--- src/rtl/dma_xfer_pkg.sv ---
package dma_xfer_pkg;

  typedef enum logic [1:0] {
    RGN_RAM_FAST = 2'd0,
    RGN_RAM_SLOW = 2'd1,
    RGN_REGS     = 2'd2,
    RGN_EXT      = 2'd3
  } region_e;

  typedef enum logic [1:0] {
    ST_IDLE,
    ST_READ,
    ST_WRITE,
    ST_DONE
  } seq_state_e;

  localparam int unsigned EXT_WAIT_MIN = 2;
  localparam int unsigned EXT_WAIT_MAX = 9;
  localparam int unsigned FAST_MULT    = 1;
  localparam int unsigned SLOW_MULT    = 2;

  localparam logic [1:0] LANE_LO   = 2'b01;
  localparam logic [1:0] LANE_HI   = 2'b10;
  localparam logic [1:0] LANE_BOTH = 2'b11;

endpackage

--- src/rtl/dma_phase_cost.sv ---
module dma_phase_cost
  import dma_xfer_pkg::*;
#(
  parameter int unsigned WAIT_W = 4,
  parameter int unsigned MULT_W = 4
) (
  input  logic [1:0]        region_i,
  input  logic              addr_lsb_i,
  input  logic              unit16_i,
  input  logic              bus16_i,
  input  logic [WAIT_W-1:0] ext_wait_i,
  input  logic              recov_en_i,
  output logic [MULT_W-1:0] mult_o,
  output logic              two_acc_o,
  output logic              word_acc_o,
  output logic              bus8_o
);

  logic [MULT_W-1:0] base_mult;
  logic [MULT_W-1:0] ext_mult;

  always_comb begin
    if (32'(ext_wait_i) < EXT_WAIT_MIN)      ext_mult = MULT_W'(EXT_WAIT_MIN);
    else if (32'(ext_wait_i) > EXT_WAIT_MAX) ext_mult = MULT_W'(EXT_WAIT_MAX);
    else                                     ext_mult = MULT_W'(ext_wait_i);
  end

  always_comb begin
    unique case (region_e'(region_i))
      RGN_RAM_FAST: base_mult = MULT_W'(FAST_MULT);
      RGN_RAM_SLOW: base_mult = MULT_W'(SLOW_MULT);
      RGN_REGS:     base_mult = MULT_W'(SLOW_MULT);
      default:      base_mult = ext_mult;
    endcase
  end

  assign mult_o     = base_mult + MULT_W'(recov_en_i);
  // only external space can be narrow
  assign bus8_o     = (region_e'(region_i) == RGN_EXT) && !bus16_i;
  assign two_acc_o  = unit16_i && (bus8_o || addr_lsb_i);
  assign word_acc_o = unit16_i && !two_acc_o;

endmodule

--- src/rtl/dma_lane_sel.sv ---
module dma_lane_sel
  import dma_xfer_pkg::*;
#(
  parameter int unsigned AW = 16
) (
  input  logic [AW-1:0] base_i,
  input  logic          idx_i,
  input  logic          bus8_i,
  input  logic          word_i,
  output logic [AW-1:0] addr_o,
  output logic [1:0]    lane_o
);

  assign addr_o = base_i + AW'(idx_i);

  always_comb begin
    if (word_i)         lane_o = LANE_BOTH;
    else if (bus8_i)    lane_o = LANE_LO;
    else if (addr_o[0]) lane_o = LANE_HI;
    else                lane_o = LANE_LO;
  end

endmodule

--- src/rtl/dma_xfer_seq.sv ---
module dma_xfer_seq
  import dma_xfer_pkg::*;
#(
  parameter int unsigned AW     = 16,
  parameter int unsigned WAIT_W = 4
) (
  input  logic              clk_i,
  input  logic              rst_ni,
  input  logic              start_i,
  input  logic [AW-1:0]     src_addr_i,
  input  logic [AW-1:0]     dst_addr_i,
  input  logic              unit16_i,
  input  logic              bus16_i,
  input  logic [1:0]        src_rgn_i,
  input  logic [1:0]        dst_rgn_i,
  input  logic [WAIT_W-1:0] ext_wait_i,
  input  logic              recov_en_i,
  input  logic [15:0]       rd_data_i,
  output logic              busy_o,
  output logic              rd_o,
  output logic              wr_o,
  output logic [AW-1:0]     addr_o,
  output logic [1:0]        lane_o,
  output logic [15:0]       wr_data_o,
  output logic              done_o
);

  localparam int unsigned MULT_W = $clog2(EXT_WAIT_MAX + 2);
  localparam int unsigned NPH    = 2;

  seq_state_e        state_q;
  logic              idx_q;
  logic [MULT_W-1:0] cnt_q;
  logic [15:0]       buf_q;

  logic [AW-1:0]     src_q, dst_q;
  logic [1:0]        src_rgn_q, dst_rgn_q;
  logic              unit16_q, bus16_q, recov_q;
  logic [WAIT_W-1:0] ext_wait_q;

  logic [AW-1:0]     base_a  [NPH];
  logic [1:0]        rgn_a   [NPH];
  logic [MULT_W-1:0] mult_a  [NPH];
  logic              two_a   [NPH];
  logic              word_a  [NPH];
  logic              bus8_a  [NPH];

  assign base_a[0] = src_q;
  assign base_a[1] = dst_q;
  assign rgn_a[0]  = src_rgn_q;
  assign rgn_a[1]  = dst_rgn_q;

  for (genvar p = 0; p < NPH; p++) begin : g_phase
    dma_phase_cost #(
      .WAIT_W (WAIT_W),
      .MULT_W (MULT_W)
    ) u_cost (
      .region_i   (rgn_a[p]),
      .addr_lsb_i (base_a[p][0]),
      .unit16_i   (unit16_q),
      .bus16_i    (bus16_q),
      .ext_wait_i (ext_wait_q),
      .recov_en_i (recov_q),
      .mult_o     (mult_a[p]),
      .two_acc_o  (two_a[p]),
      .word_acc_o (word_a[p]),
      .bus8_o     (bus8_a[p])
    );
  end

  logic              ph;
  logic              strobe;
  logic [MULT_W-1:0] mult_cur;
  logic              acc_last;
  logic              phase_last;
  logic [AW-1:0]     acc_addr;
  logic [1:0]        acc_lane;
  logic [7:0]        rd_byte;
  logic [7:0]        wr_byte;

  assign ph         = (state_q == ST_WRITE);
  assign strobe     = (state_q == ST_READ) || (state_q == ST_WRITE);
  assign mult_cur   = mult_a[ph];
  assign acc_last   = (cnt_q == MULT_W'(mult_cur - 1'b1));
  assign phase_last = acc_last && (idx_q == two_a[ph]);

  dma_lane_sel #(
    .AW (AW)
  ) u_lane (
    .base_i (base_a[ph]),
    .idx_i  (idx_q),
    .bus8_i (bus8_a[ph]),
    .word_i (word_a[ph]),
    .addr_o (acc_addr),
    .lane_o (acc_lane)
  );

  assign rd_byte = (acc_lane == LANE_HI) ? rd_data_i[15:8] : rd_data_i[7:0];
  assign wr_byte = idx_q ? buf_q[15:8] : buf_q[7:0];

  always_ff @(posedge clk_i or negedge rst_ni) begin
    if (!rst_ni) begin
      state_q    <= ST_IDLE;
      idx_q      <= 1'b0;
      cnt_q      <= '0;
      buf_q      <= '0;
      src_q      <= '0;
      dst_q      <= '0;
      src_rgn_q  <= '0;
      dst_rgn_q  <= '0;
      unit16_q   <= 1'b0;
      bus16_q    <= 1'b0;
      recov_q    <= 1'b0;
      ext_wait_q <= '0;
    end else begin
      unique case (state_q)
        ST_IDLE: begin
          if (start_i) begin
            src_q      <= src_addr_i;
            dst_q      <= dst_addr_i;
            src_rgn_q  <= src_rgn_i;
            dst_rgn_q  <= dst_rgn_i;
            unit16_q   <= unit16_i;
            bus16_q    <= bus16_i;
            recov_q    <= recov_en_i;
            ext_wait_q <= ext_wait_i;
            idx_q      <= 1'b0;
            cnt_q      <= '0;
            state_q    <= ST_READ;
          end
        end
        ST_READ: begin
          if (acc_last) begin
            cnt_q <= '0;
            if (word_a[0])   buf_q        <= rd_data_i;
            else if (!idx_q) buf_q[7:0]   <= rd_byte;
            else             buf_q[15:8]  <= rd_byte;
            if (phase_last) begin
              idx_q   <= 1'b0;
              state_q <= ST_WRITE;
            end else begin
              idx_q <= 1'b1;
            end
          end else begin
            cnt_q <= cnt_q + 1'b1;
          end
        end
        ST_WRITE: begin
          if (acc_last) begin
            cnt_q <= '0;
            if (phase_last) begin
              idx_q   <= 1'b0;
              state_q <= ST_DONE;
            end else begin
              idx_q <= 1'b1;
            end
          end else begin
            cnt_q <= cnt_q + 1'b1;
          end
        end
        default: state_q <= ST_IDLE;
      endcase
    end
  end

  assign busy_o    = (state_q != ST_IDLE);
  assign rd_o      = (state_q == ST_READ);
  assign wr_o      = (state_q == ST_WRITE);
  assign done_o    = (state_q == ST_DONE);
  assign addr_o    = strobe ? acc_addr : '0;
  assign lane_o    = strobe ? acc_lane : 2'b00;
  assign wr_data_o = !wr_o ? 16'h0000 : (word_a[1] ? buf_q : {wr_byte, wr_byte});


  strobe_excl_chk: assert property (@(posedge clk_i) disable iff (!rst_ni)
    !(rd_o && wr_o));


  done_pulse_chk: assert property (@(posedge clk_i) disable iff (!rst_ni)
    done_o |=> !done_o && !busy_o);


  done_after_wr_chk: assert property (@(posedge clk_i) disable iff (!rst_ni)
    $rose(done_o) |-> $past(wr_o));


  access_hold_chk: assert property (@(posedge clk_i) disable iff (!rst_ni)
    (strobe && cnt_q != '0) |-> ($stable(addr_o) && $stable(lane_o)));


  start_ignore_chk: assert property (@(posedge clk_i) disable iff (!rst_ni)
    (busy_o && start_i) |=> ($stable(src_q) && $stable(dst_q) && $stable(unit16_q)));


  no_read_after_write_chk: assert property (@(posedge clk_i) disable iff (!rst_ni)
    wr_o |=> !rd_o);

endmodule

--- config.mk ---
export PLATFORM = sky130hd
export DESIGN_NAME = dma_xfer_seq
export DESIGN_NICKNAME = d
export VERILOG_FILES = /design/src/rtl/dma_xfer_pkg.sv /design/src/rtl/dma_phase_cost.sv /design/src/rtl/dma_lane_sel.sv /design/src/rtl/dma_xfer_seq.sv
export SDC_FILE = /design/constraint.sdc
export NUM_CORES = 1
export LEC_CHECK = 0
export ABC_CLOCK_PERIOD_IN_PS = 3800
export BUFFER_PORTS_ARGS = -buffer_cell sky130_fd_sc_hd__buf_4
export CAP_MARGIN = 20
export CORE_MARGIN = 4
export CORE_UTILIZATION = 40
export CTS_CLUSTER_DIAMETER = 150
export DETAILED_ROUTE_END_ITERATION = 8
export HOLD_SLACK_MARGIN = 0.06
export SKIP_LAST_GASP = 1
export SLEW_MARGIN = 20
export SYNTH_ARGS = -nofsm -noshare
export SYNTH_HDL_FRONTEND = slang
export SYNTH_HIERARCHICAL = 1
export SYNTH_SLANG_ARGS = --single-unit
export TNS_END_PERCENT = 1
--- constraint.sdc ---
create_clock -name clk_i -period 3.8 [get_ports clk_i]
set_input_delay 0.76 -clock clk_i [delete_from_list [all_inputs] [get_ports clk_i]]
set_output_delay 0.76 -clock clk_i [all_outputs]
set_load 0.005 [all_outputs]
==> results of run 1 <==
worst reg2reg max path, cell delays in order (launching register included):
cell,delay (ns)
dfrtp_1,0.40
ha_1,0.28
nor2_1,0.13
a31oi_1,0.05
ha_1,0.21
ha_1,0.29
mux2i_1,0.20
xnor2_1,0.19
mux2i_2,0.40
nand3_4,0.22
nor2_8,0.26
mux2_2,0.36
sequential cells by signal (all words and copies together), names as in the netlist:
signal / count
unit16_q: 1
dst_q: 16
src_rgn_q: 2
cnt_q: 4
src_q: 16
buf_q: 16
recov_q: 1
state_q: 2
ext_wait_q: 4
idx_q: 1
bus16_q: 1
dst_rgn_q: 2
routing by layer:
| metal | vias to the layer above | wire length, um | global-route usage, % |
|---|---|---|---|
| li1 | 1619 | - | - |
| met3 | 12 | 480 | 4.313 |
| met4 | 0 | 107 | 3.606 |
| met2 | 80 | 5031 | 27.61 |
| met1 | 1670 | 4808 | 22.39 |
| met5 | - | 0 | 0 |
power groups by stage:
stage / clock network [mW] / logic (mW) / registers, mW
6_report: 0.655 / 3.21 / 1.29
5_1_grt: 0.702 / 3.55 / 1.34
4_1_cts: 0.676 / 3.22 / 1.29
3_5_place_dp: 0 / 3.20 / 1.30
3_3_place_gp: 0 / 3.15 / 1.30
2_1_floorplan: 0 / 2.31 / 1.21
path summary, 6_finish.rpt:
check	from	to	cells past startpoint
setup / recovery	state_q[0]	addr_o[8]	10
hold / removal	rst_ni	ext_wait_q[1]	1
setup reg to reg	dst_rgn_q[0]	buf_q[2]	11
hold reg to reg	dst_q[3]	dst_q[3]	1
max in group asynchronous	rst_ni	buf_q[1]	1
min in group clk_i	dst_q[3]	dst_q[3]	1
stage by stage:
step | util (%) | worst slack (ns) | total power, mW
2_1_floorplan | - | 0.3089 | 3.521
4_1_cts | 52.15 | 0.1531 | 5.187
5_1_grt | 52.43 | 0.07716 | 5.590
3_5_place_dp | 50.08 | 0.5369 | 4.500
6_report | 52.43 | 0.2891 | 5.157
3_3_place_gp | 50.08 | 0.5885 | 4.445
final cells by class:
| class | instances | area [um2] | share of cell area [%] |
|---|---|---|---|
| clock inverter | 7 | 93.84 | 1.703 |
| tap | 136 | 170.2 | 3.088 |
| clock buffer | 9 | 123.9 | 2.248 |
| multi-input combinational | 301 | 2618 | 47.50 |
| sequential | 66 | 1652 | 29.97 |
| timing repair buffer | 104 | 793.3 | 14.40 |
| inverter | 16 | 60.06 | 1.090 |
kinds of logic after synthesis:
kind of cell	synth area share (%)
fa+ha+maj	4.863
compound gates	7.094
buf+inv	2.746
flops	37.76
simple gates	14.82
xor+xnor	4.577
mux	28.15
layout by cell type, fill, tap and decap left out, types with 3 or more instances in the layout:
cell type	synthesis	layout
a21boi_0	8	8
a21oi_1	4	4
a31oi_1	5	5
and2_1	17	17
buf_4	0	103
clkbuf_8	0	9
dfrtp_1	66	66
ha_1	17	16
inv_1	16	16
mux2_2	84	84
mux2_4	8	8
mux2i_1	14	14
nand2_1	23	22
nand2b_1	3	3
nand3_1	6	6
nand3b_1	3	3
nand4_1	7	7
nor2_1	13	13
nor2b_1	10	10
nor3_1	5	5
nor3b_1	4	4
nor4_1	4	4
o21ai_0	16	16
o31ai_1	4	4
xnor2_1	10	10
xor2_1	11	11
what timing repair did:
| action | 4_1_cts | 5_1_grt |
|---|---|---|
| resized for setup | 0 | 1 |
| endpoints found under the setup margin | 0 | 4 |
| hold buffers | 0 | 0 |
==> flow_summary_export.csv, run 1 <==
group,metric,value,unit
critical_path,worstSetupStartpointType,"flip-flop",
yosys,synth_most_common_cell,"mux2_2",
clock_network,root_buffer,"clkbuf_8",
critical_path,cp_top_family,"adder cells",
critical_path,cp.required,3.04,ns
placed_design,io_buffer_count,99,
timing,fin_skew,0.007936,ns
timing,rsz0062_at_grt,"false",
outcome,status,"completed",
power_and_ir_drop,combPwrFrac,62.3,%
power_and_ir_drop,swShare,41.32,%
detailed_routing,first_pass_iters,4,
die,design.core.area,10510,um2
power_and_ir_drop,power_frac_seq,25.0,%
yosys,synth_area,4374,um2
yosys,synth-seq-cells,66,
timing,final.min_clock_period,3.511,ns
global_route,first_global_vias,3524,
timing,max_freq,284.8,MHz
timing,max_slew_margin,34.21,%
final_layout,antenna_cells,0,
yosys,synth_edf_count,0,
power_and_ir_drop,powerDensity,935.8,nW/um2
detailed_routing,routed_wl,10430,um
clock_network,cts_setup_buffers,0,
final_layout,drive_gt1_share,45.53,%
die,io_pins,100,
clock_network,cts_tree,"built",
clock_network,clk_latency,0.34,ns
critical_path,crit_buf_inv,2,
final_layout,num-nets-final,577,
detailed_routing,drtIter0Drc,86,
timing,period_share,92.39,%
clock_network,clock_sinks,66,
flow_run,maxCapViolations,0,
yosys,synthTopCellsByCount,"mux2_2 (84), dfrtp_1 (66), nand2_1 (23)",
timing,setup_tns,0,ns
critical_path,cp-end-kind,"output pin",
placed_design,place_congestion,0.8004,
power_and_ir_drop,power.internal,3.026,mW
critical_path,worstPathArrival,2.75,ns
final_layout,final_cells,639,
die,die_y,112.6,um
detailed_routing,route.detailed.drc,0,
detailed_routing,avgRoutedWirePerCell,16.32,um
yosys,ys_warn_count,6,
placed_design,dp_cells,622,
global_route,grt_use_total,16.81,%
yosys,synthArstFlopShare,100.0,%
critical_path,ff2ff_setup_slack,0.69,ns
clock_network,cts.path.max_buffers,2,
power_and_ir_drop,net-switching-power,2.131,mW
clock_network,path_clk_slew,0.08,ns
hold_path,hp-class,"input pin to asynchronous set/reset pin",
critical_path,crit_top_cell,"ha_1",
final_layout,syn_to_final_growth,25.97,%
critical_path,critPathKind,"flip-flop to output pin",
yosys,synthTopCellsByArea,"dfrtp_1 (38%), mux2_2 (22%), ha_1 (4.9%)",
global_route,overflow,0,
critical_path,worstPathCellList,"inv_1, ha_4, mux2_2, ha_1, ha_1, and4_2, nand4_1, xnor2_1, and2_1, buf_4",
timing,finalHoldViolations,0,
detailed_routing,vias,3381,
yosys,netlist_instances,397,
critical_path,cp_max_fo,11,
global_route,antenna_found_initial,0,
power_and_ir_drop,p_leak,2.486,nW
clock_network,htreeDepth,3,
global_route,grt_pass1_wl,17390,um
die,die_x,112.6,um
final_layout,fillerInstances,973,
yosys,yosysTopAreaCell,"dfrtp_1",
yosys,yosysSeqAreaShare,37.76,%
placed_design,dp_hpwl,7739,um
die,start_util,41.62,%
timing,final_max_slew_viol_count,0,
timing,worst_pin_slew,0.9832,ns
yosys,syn-mean-instance-area,11.02,um2
die,design.die.area,12670,um2
global_route,grt_max_degree,67,
timing,hold_ws,0.5066,ns
power_and_ir_drop,clkPwrFrac,12.7,%
critical_path,max_stage_delay,0.44,ns
final_layout,design_area,5510,um2
critical_path,slowest_stage,"dfrtp_1",
yosys,synth_ff_type,"dfrtp_1",
yosys,syn_nets,476,
yosys,synth_top_area_share,37.76,%
placed_design,dpl_cell_area,5263,um2
timing,setup_viol,0,
detailed_routing,antenna_left,0,
detailed_routing,via_per_inst,5.291,
power_and_ir_drop,ir_worst_vdd,0.4226,mV
die,std_cell_rows,37,
yosys,ys_types,45,
clock_network,cts_buffers,9,
(Power assumes the default switching activity.)
==> inputs of run 2 (changes only) <==
ABC_CLOCK_PERIOD_IN_PS = 2900   (was 3800)
SETUP_SLACK_MARGIN = 0.05   (was unset)
TNS_END_PERCENT = 10   (was 1)
clock period = 2.9 ns   (was 3.8 ns; I/O delays follow)
==> flow_summary_export.csv, run 2 (synthesis results as in run 1) <==
group,metric,value,unit
timing,setup_viol,9,
final_layout,drive_gt1_share,53.17,%
global_route,grt_pass1_wl,17860,um
die,die_y,112.6,um
clock_network,postCtsHoldBufs,0,
global_route,grt_max_degree,67,
timing,rsz0062_at_grt,"true",
timing,period_share,104.5,%
placed_design,dp_cells,634,
critical_path,critPathKind,"flip-flop to output pin",
timing,max_freq,329.9,MHz
detailed_routing,first_pass_iters,4,
timing,max_slew_margin,42.64,%
final_layout,final_cells,657,
timing,fin_skew,0.005597,ns
critical_path,slowest_stage,"dfrtp_1",
clock_network,cts.path.max_buffers,2,
placed_design,io_buffer_count,99,
global_route,met1_usage,20.90,%
clock_network,clk_latency,0.34,ns
detailed_routing,route.detailed.drc,0,
timing,setup_slack,-0.1308,ns
die,io_pins,100,
critical_path,cp-end-kind,"output pin",
final_layout,final_common_cell,"buf_4",
clock_network,cts_tree,"built",
detailed_routing,routed_wl,11030,um
timing,finalHoldViolations,0,
critical_path,worstPathCellList,"inv_2, ha_4, mux2_4, ha_4, ha_4, nand4_1, buf_4, nor3_2, xor2_1, and2_1, buf_4",
die,design.core.area,10510,um2
outcome,violations,"negative setup slack",
flow_run,maxCapViolations,0,
die,design.die.area,12670,um2
timing,final_max_slew_viol_count,0,
final_layout,syn_to_final_growth,35.27,%
die,die_x,112.6,um
critical_path,worstSetupStartpointType,"flip-flop",
global_route,busiest_layer,"met2",
power_and_ir_drop,ir_worst_vdd,0.5509,mV
placed_design,dp_hpwl,7919,um
final_layout,largestRegisters,"buf_q: 16 flops, dst_q: 16 flops, src_q: 16 flops",
clock_network,cts_buffers,9,
final_layout,antenna_cells,0,
power_and_ir_drop,p_leak,2.627,nW
critical_path,cp_max_fo,4,
critical_path,worstPathArrival,2.45,ns
outcome,status,"finished with violations",
global_route,antenna_found_initial,0,
final_layout,num-nets-final,595,
clock_network,path_clk_slew,0.07,ns
detailed_routing,avgRoutedWirePerCell,16.78,um
hold_path,hp-class,"input pin to asynchronous set/reset pin",
detailed_routing,vias,3425,
detailed_routing,antenna_left,0,
global_route,gr-usage-met3,4.367,%
placed_design,place_ws,-0.07049,ns
clock_network,root_buffer,"clkbuf_8",
detailed_routing,drtIter0Drc,149,
global_route,grt_use_total,17.34,%
critical_path,crit_top_cell,"ha_4",
timing,setup_tns,-0.6891,ns
clock_network,htreeDepth,3,
global_route,grt_util_met2,30.29,%
power_and_ir_drop,powerDensity,1277,nW/um2
final_layout,fillerInstances,923,
global_route,first_global_vias,3655,
critical_path,cp.required,2.32,ns
timing,final.min_clock_period,3.031,ns
final_layout,layout_common_cells,"buf_4 (118), mux2_2 (72), dfrtp_1 (66)",
global_route,overflow,0,
die,std_cell_rows,37,
final_layout,final_core_util,56.30,%
detailed_routing,via_per_inst,5.213,
timing,worst_pin_slew,0.8604,ns
die,start_util,41.62,%
critical_path,max_stage_delay,0.40,ns
clock_network,clock_sinks,66,
placed_design,place_congestion,0.7909,
## run 2: routing by layer
metal	wire length, um	vias to the layer above
met5	0	-
met4	129	0
met3	509	8
met2	5704	69
met1	4684	1697
li1	-	1651
## run 2: area by class of cell
class                   instances  area [um2]  share of cell area (%)
multi-input cells             301        2870                   48.51
inverters                      16       60.06                   1.015
clock inverters                 5       61.31                   1.036
clock buffers                  11       151.4                   2.559
well taps                     136       170.2                   2.876
flip-flops and latches         66        1652                   27.91
repair buffers                122       952.2                   16.09
## run 2: power by group
part | switching (mW) | total (mW) | internal, mW
sequential | 0.325 | 1.67 | 1.34
clock | 0.384 | 0.831 | 0.447
combinational | 2.39 | 5.06 | 2.67
## run 2: what timing repair did
item,CTS,global route
gates resized for setup,13,24
cloned,0,0
buffers inserted,6,1
endpoints found under the setup margin,47,54
pin swaps,3,17
## run 2: final timing paths
check                        endpoint      startpoint  depth (start not counted)  slack [ns]
max reg2reg                  buf_q[5]    dst_rgn_q[1]                         12        0.07
max in group asynchronous    src_q[3]          rst_ni                          1        2.00
min                          cnt_q[0]          rst_ni                          1        0.35
min in group clk_i          src_q[12]  src_addr_i[12]                          2        0.46
min reg2reg                 dst_q[14]       dst_q[14]                          1        0.50
max                        addr_o[12]      state_q[0]                         11       -0.13
## run 2: metrics by stage
| stage | hold slack (ns) | cell area [um2] | total power [mW] |
|---|---|---|---|
| 6_report | 0.3482 | 5917 | 7.559 |
| 5_1_grt | 0.4178 | 5917 | 8.129 |
| 4_1_cts | 0.3677 | 5793 | 7.334 |
| 3_5_place_dp | 0.4897 | 5468 | 6.366 |
| 3_3_place_gp | 0.4821 | 5468 | 6.287 |
| 2_1_floorplan | 0.2844 | 4487 | 4.814 |
## run 2: critical path: cells and delay by family (launching register included)
kind	cells	cell delay (ns)
adder cells (fa/ha/maj)	3	0.51
XOR/XNOR	1	0.14
AND/OR/NAND/NOR	3	0.36
buffers and inverters	3	0.37
flip-flops	1	0.40
multiplexers	1	0.33
==> inputs of run 3 (changes only) <==
CORE_UTILIZATION = 45   (was 40)
PLACE_DENSITY = 0.71   (was unset)
==> flow_summary_export.csv, run 3 (synthesis results as in run 1) <==
group,metric,value,unit
power_and_ir_drop,power_frac_seq,22.4,%
critical_path,rr_endpoint,"buf_q[5]",
die,io_pins,100,
power_and_ir_drop,clkPwrFrac,11.2,%
detailed_routing,route.met3.wl,550,um
critical_path,ff2ff_setup_slack,0.04,ns
timing,setup_viol,8,
critical_path,cp-end-kind,"output pin",
global_route,grt_max_degree,67,
clock_network,cts_buffers,9,
detailed_routing,drtIter0Drc,89,
final_layout,largestRegisters,"buf_q: 16 flops, dst_q: 16 flops, src_q: 16 flops",
final_layout,drive_gt1_share,52.41,%
final_layout,final_core_util,63.59,%
timing,period_share,103.1,%
detailed_routing,antenna_left,0,
detailed_routing,avgRoutedWirePerCell,16.79,um
power_and_ir_drop,combPwrFrac,66.4,%
clock_network,path_clk_slew,0.07,ns
die,design.die.area,11360,um2
timing,setup_slack,-0.08885,ns
placed_design,place_congestion,0.8254,
critical_path,worstPathCellList,"ha_4, buf_12, buf_12, mux2_4, nand4_1, nor4_4, xor2_1, and2_1, buf_4",
power_and_ir_drop,net-switching-power,3.122,mW
power_and_ir_drop,swShare,41.09,%
clock_network,cts_tree,"built",
placed_design,dp_hpwl,7757,um
timing,final.min_clock_period,2.989,ns
power_and_ir_drop,power.internal,4.476,mW
global_route,first_global_vias,3554,
global_route,antenna_found_initial,0,
clock_network,cts.path.max_buffers,2,
timing,worst_pin_slew,0.8439,ns
timing,hold_ws,0.3282,ns
flow_run,maxCapViolations,0,
critical_path,r2r.worst_path.cells,13,
critical_path,max_stage_delay,0.43,ns
timing,finalHoldViolations,0,
critical_path,worstSetupStartpointType,"flip-flop",
final_layout,final_common_cell,"buf_4",
critical_path,cp.required,2.32,ns
critical_path,cp_max_fo,10,
detailed_routing,route.detailed.drc,0,
timing,max_slew_margin,43.74,%
critical_path,path_depth,9,
detailed_routing,vias,3483,
critical_path,worstPathArrival,2.41,ns
detailed_routing,dr_wl_met2,5409,um
global_route,grt_use_total,18.92,%
clock_network,htreeDepth,3,
critical_path,crit_top_cell,"buf_12",
critical_path,r2r-start,"dst_rgn_q[1]",
final_layout,antenna_cells,0,
final_layout,layout_common_cells,"buf_4 (117), mux2_2 (65), dfrtp_1 (65)",
detailed_routing,routed_wl,10880,um
timing,rsz0062_at_grt,"true",
clock_network,clk_latency,0.35,ns
critical_path,cp_top_family,"simple AND/OR/NAND/NOR gates",
timing,max_freq,334.6,MHz
critical_path,crit_buf_inv,3,
detailed_routing,top_layer_used,"met4",
critical_path,slowest_stage,"dfrtp_2",
die,std_cell_rows,35,
outcome,status,"finished with violations",
die,die_y,106.6,um
final_layout,fillerInstances,753,
die,die_x,106.6,um
power_and_ir_drop,p_leak,2.698,nW
final_layout,syn_to_final_growth,36.24,%
die,start_util,46.68,%
outcome,violations,"negative setup slack",
power_and_ir_drop,ir_worst_vdd,0.6245,mV
clock_network,clock_sinks,66,
detailed_routing,m1WireLength,4732,um
hold_path,hp-class,"input pin to asynchronous set/reset pin",
final_layout,num-nets-final,594,
timing,fin_skew,0.004645,ns
global_route,overflow,0,
global_route,grt_pass1_wl,17180,um
clock_network,postCtsHoldBufs,0,
timing,final_max_slew_viol_count,0,
die,design.core.area,9371,um2
power_and_ir_drop,powerDensity,1275,nW/um2
critical_path,critPathKind,"flip-flop to output pin",
placed_design,io_buffer_count,99,
detailed_routing,via_per_inst,5.375,
clock_network,root_buffer,"clkbuf_8",
detailed_routing,first_pass_iters,4,
-- run 3: cell types whose count changed in the layout (fill, tap and decap cells not counted), sizes merged --
cell | before | now
clkinv | 0 | 2
bufinv | 1 | 2
inv | 17 | 16
buf | 122 | 121
clkbuf | 11 | 9
clkinvlp | 3 | 2
-- run 3: layout make-up --
| type | instances | area (um2) | area share (%) |
|---|---|---|---|
| inverter | 16 | 60.06 | 1.008 |
| multi-input combinational | 301 | 2919 | 48.98 |
| sequential | 66 | 1653 | 27.73 |
| tap | 129 | 161.4 | 2.708 |
| timing repair buffer | 121 | 949.7 | 15.94 |
| clock buffer | 9 | 123.9 | 2.079 |
| clock inverter | 6 | 92.59 | 1.554 |
-- run 3: worst max-delay path by stage --
stage,start,endpoint,slack [ns]
global route,state_q[0],addr_o[15],-0.17
finish,state_q[1],addr_o[15],-0.09
floorplan,state_q[0],buf_q[0],0.05
detailed placement,dst_rgn_q[0],buf_q[13],-0.06
CTS,state_q[0],addr_o[10],-0.11
global placement,dst_rgn_q[0],buf_q[0],0.06
-- run 3: per-stage QoR --
| stage | cell area, um2 | std cells | total power, mW | setup WS, ns | setup TNS, ns |
|---|---|---|---|---|---|
| 6_report | 5959 | 648 | 7.598 | -0.08885 | -0.4995 |
| 5_1_grt | 5959 | 648 | 8.121 | -0.1693 | -3.344 |
| 4_1_cts | 5792 | 645 | 7.318 | -0.1074 | -1.875 |
| 3_5_place_dp | 5429 | 623 | 6.253 | -0.05817 | -0.7787 |
| 3_3_place_gp | 5429 | 623 | 6.144 | 0.06177 | 0 |
| 2_1_floorplan | 4487 | 397 | 4.814 | 0.04812 | 0 |
-- run 3: timing repair --
action                     4_1_cts  5_1_grt
hold endpoints to repair         0        0
buffers inserted                 7        3
pin swaps                        5       21
gates resized for setup         16       29
cloned                           0        0
setup endpoints to repair       45       47
-- run 3: metal layers --
metal / vias up / track usage (%)
met5: - / 0
met4: 0 / 5.662
met3: 19 / 4.636
met2: 94 / 31.65
met1: 1722 / 24.28
li1: 1648 / -
-- run 3: power by group through the flow --
stage	Clock, mW	Combinational (mW)	Sequential, mW
floorplan	0	3.22	1.59
global placement	0	4.48	1.67
detailed placement	0	4.56	1.69
CTS	0.875	4.76	1.68
global route	0.910	5.45	1.76
finish	0.854	5.04	1.70
-- run 3: worst reg2reg max path, cell delays in order (launching register included) --
cell	delay, ns
dfrtp_1	0.40
inv_1	0.06
ha_2	0.17
nor2_1	0.10
a31oi_1	0.06
ha_2	0.21
ha_4	0.16
xnor2_1	0.13
mux2i_1	0.21
xor2_1	0.26
xnor2_2	0.18
nand3_4	0.20
nor2_8	0.24
mux2_2	0.36
